### src/rtl/dtx_pkg.sv
// Shared types for the double-buffered transmit buffer.
// Assumes exactly two physical buffers; one bit names either of them.
package dtx_pkg;
    typedef enum logic {
        BANK_LO = 1'b0,
        BANK_HI = 1'b1
    } bank_id_t;

    // Name of the partner bank.
    function automatic bank_id_t other_bank(input bank_id_t b);
        return bank_id_t'(~b);
    endfunction
endpackage

### src/rtl/dtx_bank.sv
// One packet buffer: a simple single-port-write, asynchronous-read byte store.
// Assumes the controller keeps write and read addresses in range.
// Storage is not reset; the controller tracks validity separately.
module dtx_bank #(
    parameter int DEPTH = 64,
    parameter int DW    = 8,
    localparam int AW   = $clog2(DEPTH)
) (
    input  logic          clk,
    input  logic          wr_en,
    input  logic [AW-1:0] wr_addr,
    input  logic [DW-1:0] wr_data,
    input  logic [AW-1:0] rd_addr,
    output logic [DW-1:0] rd_data
);
    logic [DW-1:0] store [DEPTH];

    // Capture one byte per accepted write.
    always_ff @(posedge clk) begin
        if (wr_en) begin
            store[wr_addr] <= wr_data;
        end
    end

    // Present the byte at the read position without delay.
    assign rd_data = store[rd_addr];
endmodule

### src/rtl/dtx_ctrl.sv
// Ownership and pointer control for two transmit buffers.
// The CPU side always loads cpu_bank; the engine side always reads send_bank.
// Both advance in strict alternation, so packets leave in commit order.
// Assumes BCW is at least the pointer width (count port can express DEPTH).
module dtx_ctrl
    import dtx_pkg::*;
#(
    parameter int DEPTH = 64,
    parameter int BCW   = 8,
    localparam int AW   = $clog2(DEPTH),
    localparam int PW   = AW + 1
) (
    input  logic           clk,
    input  logic           rst_n,
    input  logic           cpu_push,
    input  logic           cpu_bc_wr,
    input  logic [BCW-1:0] cpu_bc,
    input  logic           eng_pop,
    input  logic           eng_done,
    output logic           buf_avail,
    output logic           eng_ready,
    output logic [PW-1:0]  eng_len,
    output logic           wr_en,
    output bank_id_t       wr_bank,
    output logic [AW-1:0]  wr_addr,
    output bank_id_t       rd_bank,
    output logic [AW-1:0]  rd_addr
);
    logic [1:0]    full_q;
    logic [PW-1:0] len_q [2];
    bank_id_t      cpu_bank, send_bank;
    logic [PW-1:0] wr_ptr, rd_ptr;
    logic          push_ok, commit_ok, pop_ok, done_ok;
    logic [PW-1:0] commit_len;

    // Flags and lengths seen by the two sides.
    assign buf_avail = ~full_q[cpu_bank];
    assign eng_ready = full_q[send_bank];
    assign eng_len   = len_q[send_bank];

    // Accepted actions.
    assign push_ok   = cpu_push && buf_avail && (wr_ptr < PW'(DEPTH));
    assign commit_ok = cpu_bc_wr && buf_avail;
    assign pop_ok    = eng_pop && eng_ready && (rd_ptr < eng_len);
    assign done_ok   = eng_done && eng_ready;

    // Limit a requested length to the buffer size.
    assign commit_len = (cpu_bc > BCW'(DEPTH)) ? PW'(DEPTH) : cpu_bc[PW-1:0];

    // Memory access steering.
    assign wr_en   = push_ok;
    assign wr_bank = cpu_bank;
    assign wr_addr = wr_ptr[AW-1:0];
    assign rd_bank = send_bank;
    assign rd_addr = rd_ptr[AW-1:0];

    // Full flags: set on commit, cleared on done (never the same bank at once).
    always_ff @(posedge clk) begin
        if (!rst_n) begin
            full_q <= '0;
        end else begin
            if (commit_ok) full_q[cpu_bank]  <= 1'b1;
            if (done_ok)   full_q[send_bank] <= 1'b0;
        end
    end

    // Stored packet lengths, written at commit.
    always_ff @(posedge clk) begin
        if (!rst_n) begin
            len_q[0] <= '0;
            len_q[1] <= '0;
        end else if (commit_ok) begin
            len_q[cpu_bank] <= commit_len;
        end
    end

    // Bank selectors for each side, toggled by their own hand-off events.
    always_ff @(posedge clk) begin
        if (!rst_n) begin
            cpu_bank  <= BANK_LO;
            send_bank <= BANK_LO;
        end else begin
            if (commit_ok) cpu_bank  <= other_bank(cpu_bank);
            if (done_ok)   send_bank <= other_bank(send_bank);
        end
    end

    // CPU load position: advance on accepted push, restart on commit.
    always_ff @(posedge clk) begin
        if (!rst_n) begin
            wr_ptr <= '0;
        end else if (commit_ok) begin
            wr_ptr <= '0;
        end else if (push_ok) begin
            wr_ptr <= wr_ptr + 1'b1;
        end
    end

    // Engine read position: advance on pop, restart on done.
    always_ff @(posedge clk) begin
        if (!rst_n) begin
            rd_ptr <= '0;
        end else if (done_ok) begin
            rd_ptr <= '0;
        end else if (pop_ok) begin
            rd_ptr <= rd_ptr + 1'b1;
        end
    end

    // ---------------- assertions ----------------
    assert_reset_state_R1: assert property (@(posedge clk) disable iff (!rst_n)
        $rose(rst_n) |-> (buf_avail && !eng_ready));

    assert_commit_lo_full_R2: assert property (@(posedge clk) disable iff (!rst_n)
        (commit_ok && cpu_bank == BANK_LO) |=> full_q[0]);

    assert_commit_hi_full_R2: assert property (@(posedge clk) disable iff (!rst_n)
        (commit_ok && cpu_bank == BANK_HI) |=> full_q[1]);

    assert_read_in_bounds_R2: assert property (@(posedge clk) disable iff (!rst_n)
        eng_ready |-> (rd_ptr <= eng_len));

    assert_done_frees_R5: assert property (@(posedge clk) disable iff (!rst_n)
        (done_ok && !buf_avail) |=> buf_avail);

    assert_no_overflow_R7: assert property (@(posedge clk) disable iff (!rst_n)
        wr_ptr <= PW'(DEPTH));

    assert_len_clamp_R8: assert property (@(posedge clk) disable iff (!rst_n)
        (len_q[0] <= PW'(DEPTH)) && (len_q[1] <= PW'(DEPTH)));

    assert_busy_push_ignored_R9: assert property (@(posedge clk) disable iff (!rst_n)
        (!buf_avail && cpu_push) |=> $stable(wr_ptr));

    assert_busy_len_kept_R9: assert property (@(posedge clk) disable iff (!rst_n)
        (!buf_avail && !done_ok) |=> ($stable(len_q[0]) && $stable(len_q[1])));
endmodule

### src/rtl/dbl_tx_buffer.sv
// Double-buffered transmit packet buffer, top level.
// Two byte stores behind a controller that hides the bank choice from the CPU.
// Assumes the engine pops no further than eng_len and pulses eng_done once per packet.
module dbl_tx_buffer
    import dtx_pkg::*;
#(
    parameter int DEPTH = 64,
    parameter int DW    = 8,
    parameter int BCW   = 8,
    localparam int AW   = $clog2(DEPTH),
    localparam int PW   = AW + 1
) (
    input  logic           clk,
    input  logic           rst_n,
    input  logic           cpu_push,
    input  logic [DW-1:0]  cpu_data,
    input  logic           cpu_bc_wr,
    input  logic [BCW-1:0] cpu_bc,
    output logic           buf_avail,
    output logic           eng_ready,
    output logic [PW-1:0]  eng_len,
    output logic [DW-1:0]  eng_data,
    input  logic           eng_pop,
    input  logic           eng_done
);
    logic          wr_en;
    bank_id_t      wr_bank, rd_bank;
    logic [AW-1:0] wr_addr, rd_addr;
    logic [DW-1:0] bank_rd [2];

    dtx_ctrl #(.DEPTH(DEPTH), .BCW(BCW)) u_ctrl (
        .clk       (clk),
        .rst_n     (rst_n),
        .cpu_push  (cpu_push),
        .cpu_bc_wr (cpu_bc_wr),
        .cpu_bc    (cpu_bc),
        .eng_pop   (eng_pop),
        .eng_done  (eng_done),
        .buf_avail (buf_avail),
        .eng_ready (eng_ready),
        .eng_len   (eng_len),
        .wr_en     (wr_en),
        .wr_bank   (wr_bank),
        .wr_addr   (wr_addr),
        .rd_bank   (rd_bank),
        .rd_addr   (rd_addr)
    );

    // One store per bank; writes steered by the controller's bank choice.
    for (genvar g = 0; g < 2; g++) begin : g_bank
        dtx_bank #(.DEPTH(DEPTH), .DW(DW)) u_bank (
            .clk     (clk),
            .wr_en   (wr_en && (wr_bank == bank_id_t'(g))),
            .wr_addr (wr_addr),
            .wr_data (cpu_data),
            .rd_addr (rd_addr),
            .rd_data (bank_rd[g])
        );
    end

    // Engine sees the bank currently being sent.
    assign eng_data = bank_rd[rd_bank];
endmodule

### config.mk
export PLATFORM = sky130hd
export DESIGN_NAME = dbl_tx_buffer
export DESIGN_NICKNAME = d
export VERILOG_FILES = /design/src/rtl/dtx_pkg.sv /design/src/rtl/dtx_bank.sv /design/src/rtl/dtx_ctrl.sv /design/src/rtl/dbl_tx_buffer.sv
export SDC_FILE = /design/constraint.sdc
export NUM_CORES = 1
export LEC_CHECK = 0
export BUFFER_PORTS_ARGS = -buffer_cell sky130_fd_sc_hd__buf_2
export CORE_ASPECT_RATIO = 0.7
export CORE_MARGIN = 3
export CORE_UTILIZATION = 50
export CTS_CLUSTER_SIZE = 8
export DETAILED_ROUTE_END_ITERATION = 16
export HOLD_SLACK_MARGIN = 0.02
export PLACE_DENSITY = 0.69
export SYNTH_ARGS = -nofsm -noshare
export SYNTH_HDL_FRONTEND = slang
export SYNTH_HIERARCHICAL = 1
export SYNTH_SLANG_ARGS = --single-unit
### constraint.sdc
create_clock -name clk -period 3 [get_ports clk]
set_clock_uncertainty 0.05 [all_clocks]
set_input_delay 0.6 -clock clk [delete_from_list [all_inputs] [get_ports clk]]
set_output_delay 0.6 -clock clk [all_outputs]
set_load 0.02 [all_outputs]
[Word level (Yosys, flattened, before mapping)]
Memory sizes are Yosys's and may differ from the RTL's. A register that Yosys moved wholly into a read port is not among the register bits.
Index checks and enable logic that the tools add are counted.
Word-level totals
  bits in registers: 18
  memory bits (writable): 1038
  memories kept: 3
Operators by class
  add/sub/neg operators: 2
  $lt $le $gt $ge: 8
  mux-type cells: 32
  bitwise logic cells: 8
  reduce and logical (&&, ||, !) cells: 13
Memories
  g_bank[0].u_bank.store: words 64, width 8, rd ports 1, clocked after memory_dff 1, write ports 1, line dtx_bank.sv:16  | logic [DW-1:0] store [DEPTH];
  g_bank[1].u_bank.store: words 64, width 8, rd ports 1, clocked after memory_dff 1, write ports 1, line dtx_bank.sv:16
  u_ctrl.len_q: words 2, width 7, rd ports 1, clocked after memory_dff 1, write ports 2, line dtx_ctrl.sv:30  | logic [PW-1:0] len_q [2];
Operators with widths (count)
  $mux W6: 4
  $mux W8: 3
  $mux W1: 18
  $add A7 B1 Y7 const B: 2
  $mux W7: 2
  $logic_and A1 B1 Y1: 10
  $gt A8 B7 Y1 const B: 1
  $lt A7 B7 Y1: 1
  $lt A7 B7 Y1 const B: 1
  $reduce_or A7 Y1: 1
  $mux W2: 3
  $lt A1 B2 Y1 const B: 2
  $not A1 Y1: 4
  $reduce_or A2 Y1: 2
  $and A2 B2 Y2: 1
  $demux W1 S1: 2
  $ge A1 B1 Y1 const B: 2
  $ge A2 B2 Y1 const B: 1
  $not A1 Y2: 1
  $not A2 Y2: 1
  $or A2 B2 Y2: 1

[Longest topological paths before layout]
  depth after elaboration: 9
  depth in mapped cells: 11
  mapped depth without buffers: 7

[Hierarchy]
Netlist, hierarchy kept.
By module, submodules not included
  dtx_bank: instances 2, cells an instance 932, area each 20006.7 sq um
  dtx_ctrl: instances 1, cells an instance 180, area each 1766.7 sq um
  dbl_tx_buffer: instances 1, cells an instance 11, area each 143.9 sq um

[Worst setup path after synthesis]
Ideal clock, no wire load.
  kind: register to output
  start: register u_ctrl/rd_ptr[0] (netlist name)
  end: output port eng_data[3]
  arrival: 2379 ps
  required time: 2350 ps
  slack: -29 ps
  cell stages (with the launch flop): 9
  path through: dfxtp_1 > buf_4 > buf_6 > buf_4 > mux4_2 > mux4_2 > o21ai_1 > o41ai_1 > mux2_4
RTL lines
  end, declared: line dbl_tx_buffer.sv:22  | output logic [DW-1:0] eng_data,

==> impl_metrics.yaml <==
outcome:
  outcome: "finished with violations"
  violations: "setup timing"
power:
  switching_share_pct: 20.20
  clock_power_share_pct: 45.4
  ir_drop_mv: 0.5776
  comb_power_share_pct: 4.9
  power_switching_uw: 6624
  internal_power_uw: 26170
  power.density_nw_per_um2: 644.9
  p_seq_share_pct: 49.8
  p_leak_uw: 0.01633
worst_setup_path:
  startpoint_type: "register"
  cp-end-kind: "output pin"
  crit_path_end: "eng_data[1]"
  crit-reg2reg-capture: "g_bank[1].u_bank/store[46][3]"
  reg2reg_from: "u_ctrl/full_q[1]"
  arrival_ns: 3.47
  rrSetupSlack_ns: 0.27
  crit_type: "register to output pin"
  cp-startpoint: "u_ctrl/rd_ptr[0]"
  cp.required_ns: 2.35
  crit_fanout: 5
  reg2reg_depth: 9
timing:
  min_period_ns: 4.120
  hold_viol_final: 0
  finalMaxSlewViolations: 0
  clock.fmax_ghz: 0.2427
  setup_viol: 8
  slew-limit-headroom_pct: 41.42
  setup_ws_ns: -1.120
  timing.final.crit_share_pct: 137.3
  tightest_slew_ns: 0.8775
  setup_tns_ns: -8.445
  rsz0062_at_grt: "true"
global_routing:
  grt_max_degree: 129
  grt_use_total_pct: 23.66
  grt_pass1_vias: 22680
  grt-ovfl-total: 0
  grt_antenna_before_repair: 1
  grt_pass1_wl_microns: 150400
layout:
  design_area_sq_um: 50850
  drive_gt1_share_pct: 36.66
  nets: 2551
  area_growth_pct: 21.29
  fillCellCount: 5630
  final_util_pct: 61.49
  final_cells: 3682
synth:
  syn_nets: 2085
  ys.flop_type: "edfxtp_1"
  ys_warn_count: 6
  ys_ff_latch: 1057
  netlist.top_cell.by_area: "edfxtp_1"
  avgSynthCellArea_sq_um: 20.40
  async_flop_share_pct: 0
  synth.distinct_cells: 51
  yosysSeqAreaShare_pct: 75.26
  synthTopCellsByArea: "edfxtp_1 74%, mux4_2 14%, nor2_1 1.6%"
  syn_area_sq_um: 41920
  yosysMostFrequentCell: "edfxtp_1"
  synth_top_cells_by_count: "1,038 x edfxtp_1, 252 x mux4_2, 178 x nor2_1, 60 x mux2i_1, 58 x nand2_1"
  synth_edf_count: 1038
  synth_top_area_share_pct: 74.35
  netlist_instances: 2055
clocking:
  cts_tree: "done"
  htreeDepth: 4
  path_clk_slew_ns: 0.05
  clock_sinks: 1057
  cts_buffer_depth: 3
  cts_root_buf: "clkbuf_16"
  cts_buffers: 150
  clock_insertion_delay_worst_skew_ns: 0.71
drt:
  wl_per_cell_microns: 27.69
  drc: 0
  routed_wl_microns: 102000
  vias: 22420
  drtAntennaViolNets: 0
  via_per_inst: 6.089
  firstDrtPassIters: 5
  drt_iter0_markers: 2965
placed_design:
  hpwl_microns: 65430
  gp_congestion: 0.8728
  pre_cts_slack_ns: -0.6496
  port-buffer-count: 38
  dp_cells: 3455
  placed_area_sq_um: 45950
die:
  die_x_microns: 352.1
  die_h_microns: 248.3
  fp.dieArea_sq_um: 87410
  initial_core_util_pct: 50.70
  rows: 88
  ios: 39
  core_sq_um: 82690
min_path:
  hp-start: "cpu_bc[5]"
  whs_path_depth: 2
  hp-class: "input port to register"
flow_run:
  drv_cap: 0
## power groups by stage
| stage | combinational [uW] | sequential (uW) | clock, uW |
|---|---|---|---|
| 2_1_floorplan | 783 | 16600 | 0 |
| 3_3_place_gp | 1380 | 16600 | 0 |
| 3_5_place_dp | 1420 | 16600 | 0 |
| 4_1_cts | 1520 | 16300 | 15100 |
| 5_1_grt | 1700 | 16300 | 15800 |
| 6_report | 1600 | 16300 | 14900 |
## stage by stage
stage | power (uW) | hold slack (ns)
3_5_place_dp | 18010 | 0.4247
4_1_cts | 32950 | 0.1059
3_3_place_gp | 17970 | 0.4192
6_report | 32790 | 0.1487
5_1_grt | 33770 | 0.1301
2_1_floorplan | 17360 | 0.3964
## cell usage in the layout (no fill, tap or decap), types with 5 or more instances in the layout
cell	instances
buf_2	24
a221oi_1	8
nor4_1	6
buf_12	46
and2_1	15
buf_4	341
buf_6	14
ha_1	8
nand2b_1	19
clkbuf_1	22
nand4_1	5
nor2_1	174
mux2_2	27
inv_6	6
o22ai_1	16
o2bb2ai_1	5
nand3b_1	7
inv_1	14
nand3_1	28
clkbuf_16	156
a22oi_1	7
mux2_4	10
a211oi_1	10
mux2i_1	56
nand2_1	53
nor2b_1	30
nor3_1	14
o2111ai_1	7
o221ai_1	15
dfxtp_1	14
nand2_2	5
a21oi_1	12
edfxtp_1	1038
mux4_2	252
## worst min path at each step
stage | slack, ns | to
final | 0.15 | u_ctrl/len_q[1][5]
after global routing | 0.13 | u_ctrl/len_q[1][1]
after CTS | 0.11 | u_ctrl/full_q[1]
after detailed placement | 0.42 | u_ctrl/rd_ptr[6]
after global placement | 0.42 | u_ctrl/rd_ptr[6]
after floorplan | 0.40 | u_ctrl/rd_ptr[6]
## critical path, stage by stage, from the launching register on
cell and delay, ns:
dfxtp_4 0.38, buf_12 0.16, buf_12 0.15, buf_12 0.13
mux4_2 0.49, mux4_2 0.57, nor2_2 0.12, nor3_1 0.05
o2bb2ai_1 0.16, mux2_4 0.36, buf_6 0.16
## flip-flops by register name (all words and copies together), names as in the netlist, named ones only
name,count
g_bank.u_bank/store,1024
u_ctrl/len_q,14
u_ctrl/rd_ptr,7
u_ctrl/wr_ptr,7
u_ctrl/full_q,2
u_ctrl/rd_bank,1
u_ctrl/wr_bank,1
## final cells by class
class                   count  area, sq um  share of cell area (%)
inverters                  14        52.55                  0.1033
repair buffers            432         3911                   7.692
flip-flops and latches   1057        31570                   62.08
multi-input cells         866         9832                   19.34
clock buffers             177         3961                   7.791
clock inverters            10        113.9                  0.2239
diodes                      1        2.502                0.004921
well taps                1125         1408                   2.768
## repair_timing
item / 4_1_cts / 5_1_grt
pin swaps: 12 / 7
hold buffers: 0 / 0
gates cloned: 3 / 1
resized for setup: 50 / 52
endpoints found under the setup margin: 8 / 8
endpoints found under the hold margin: 0 / 0
buffers inserted: 10 / 29
## per-layer routing
layer	part of all wire (%)	GRT usage, %	vias to the layer above
li1	-	-	9395
met1	42	34.91	11610
met2	43	33.49	1267
met3	13	9.237	143
met4	1.7	5.449	2
met5	0.020	0	-
## cell families after synthesis
kind of cell,count (synthesis),share of synthesized area (%)
flip-flops,1057,75.26
AND/OR/NAND/NOR,375,4.104
multiplexers,349,16.04
buffers and inverters,132,1.910
AO/OA/AOI/OAI,130,2.364
adder cells (fa/ha/maj),8,0.2388
XOR/XNOR,4,0.08358
No activity file was read; power rests on OpenSTA's default activity.
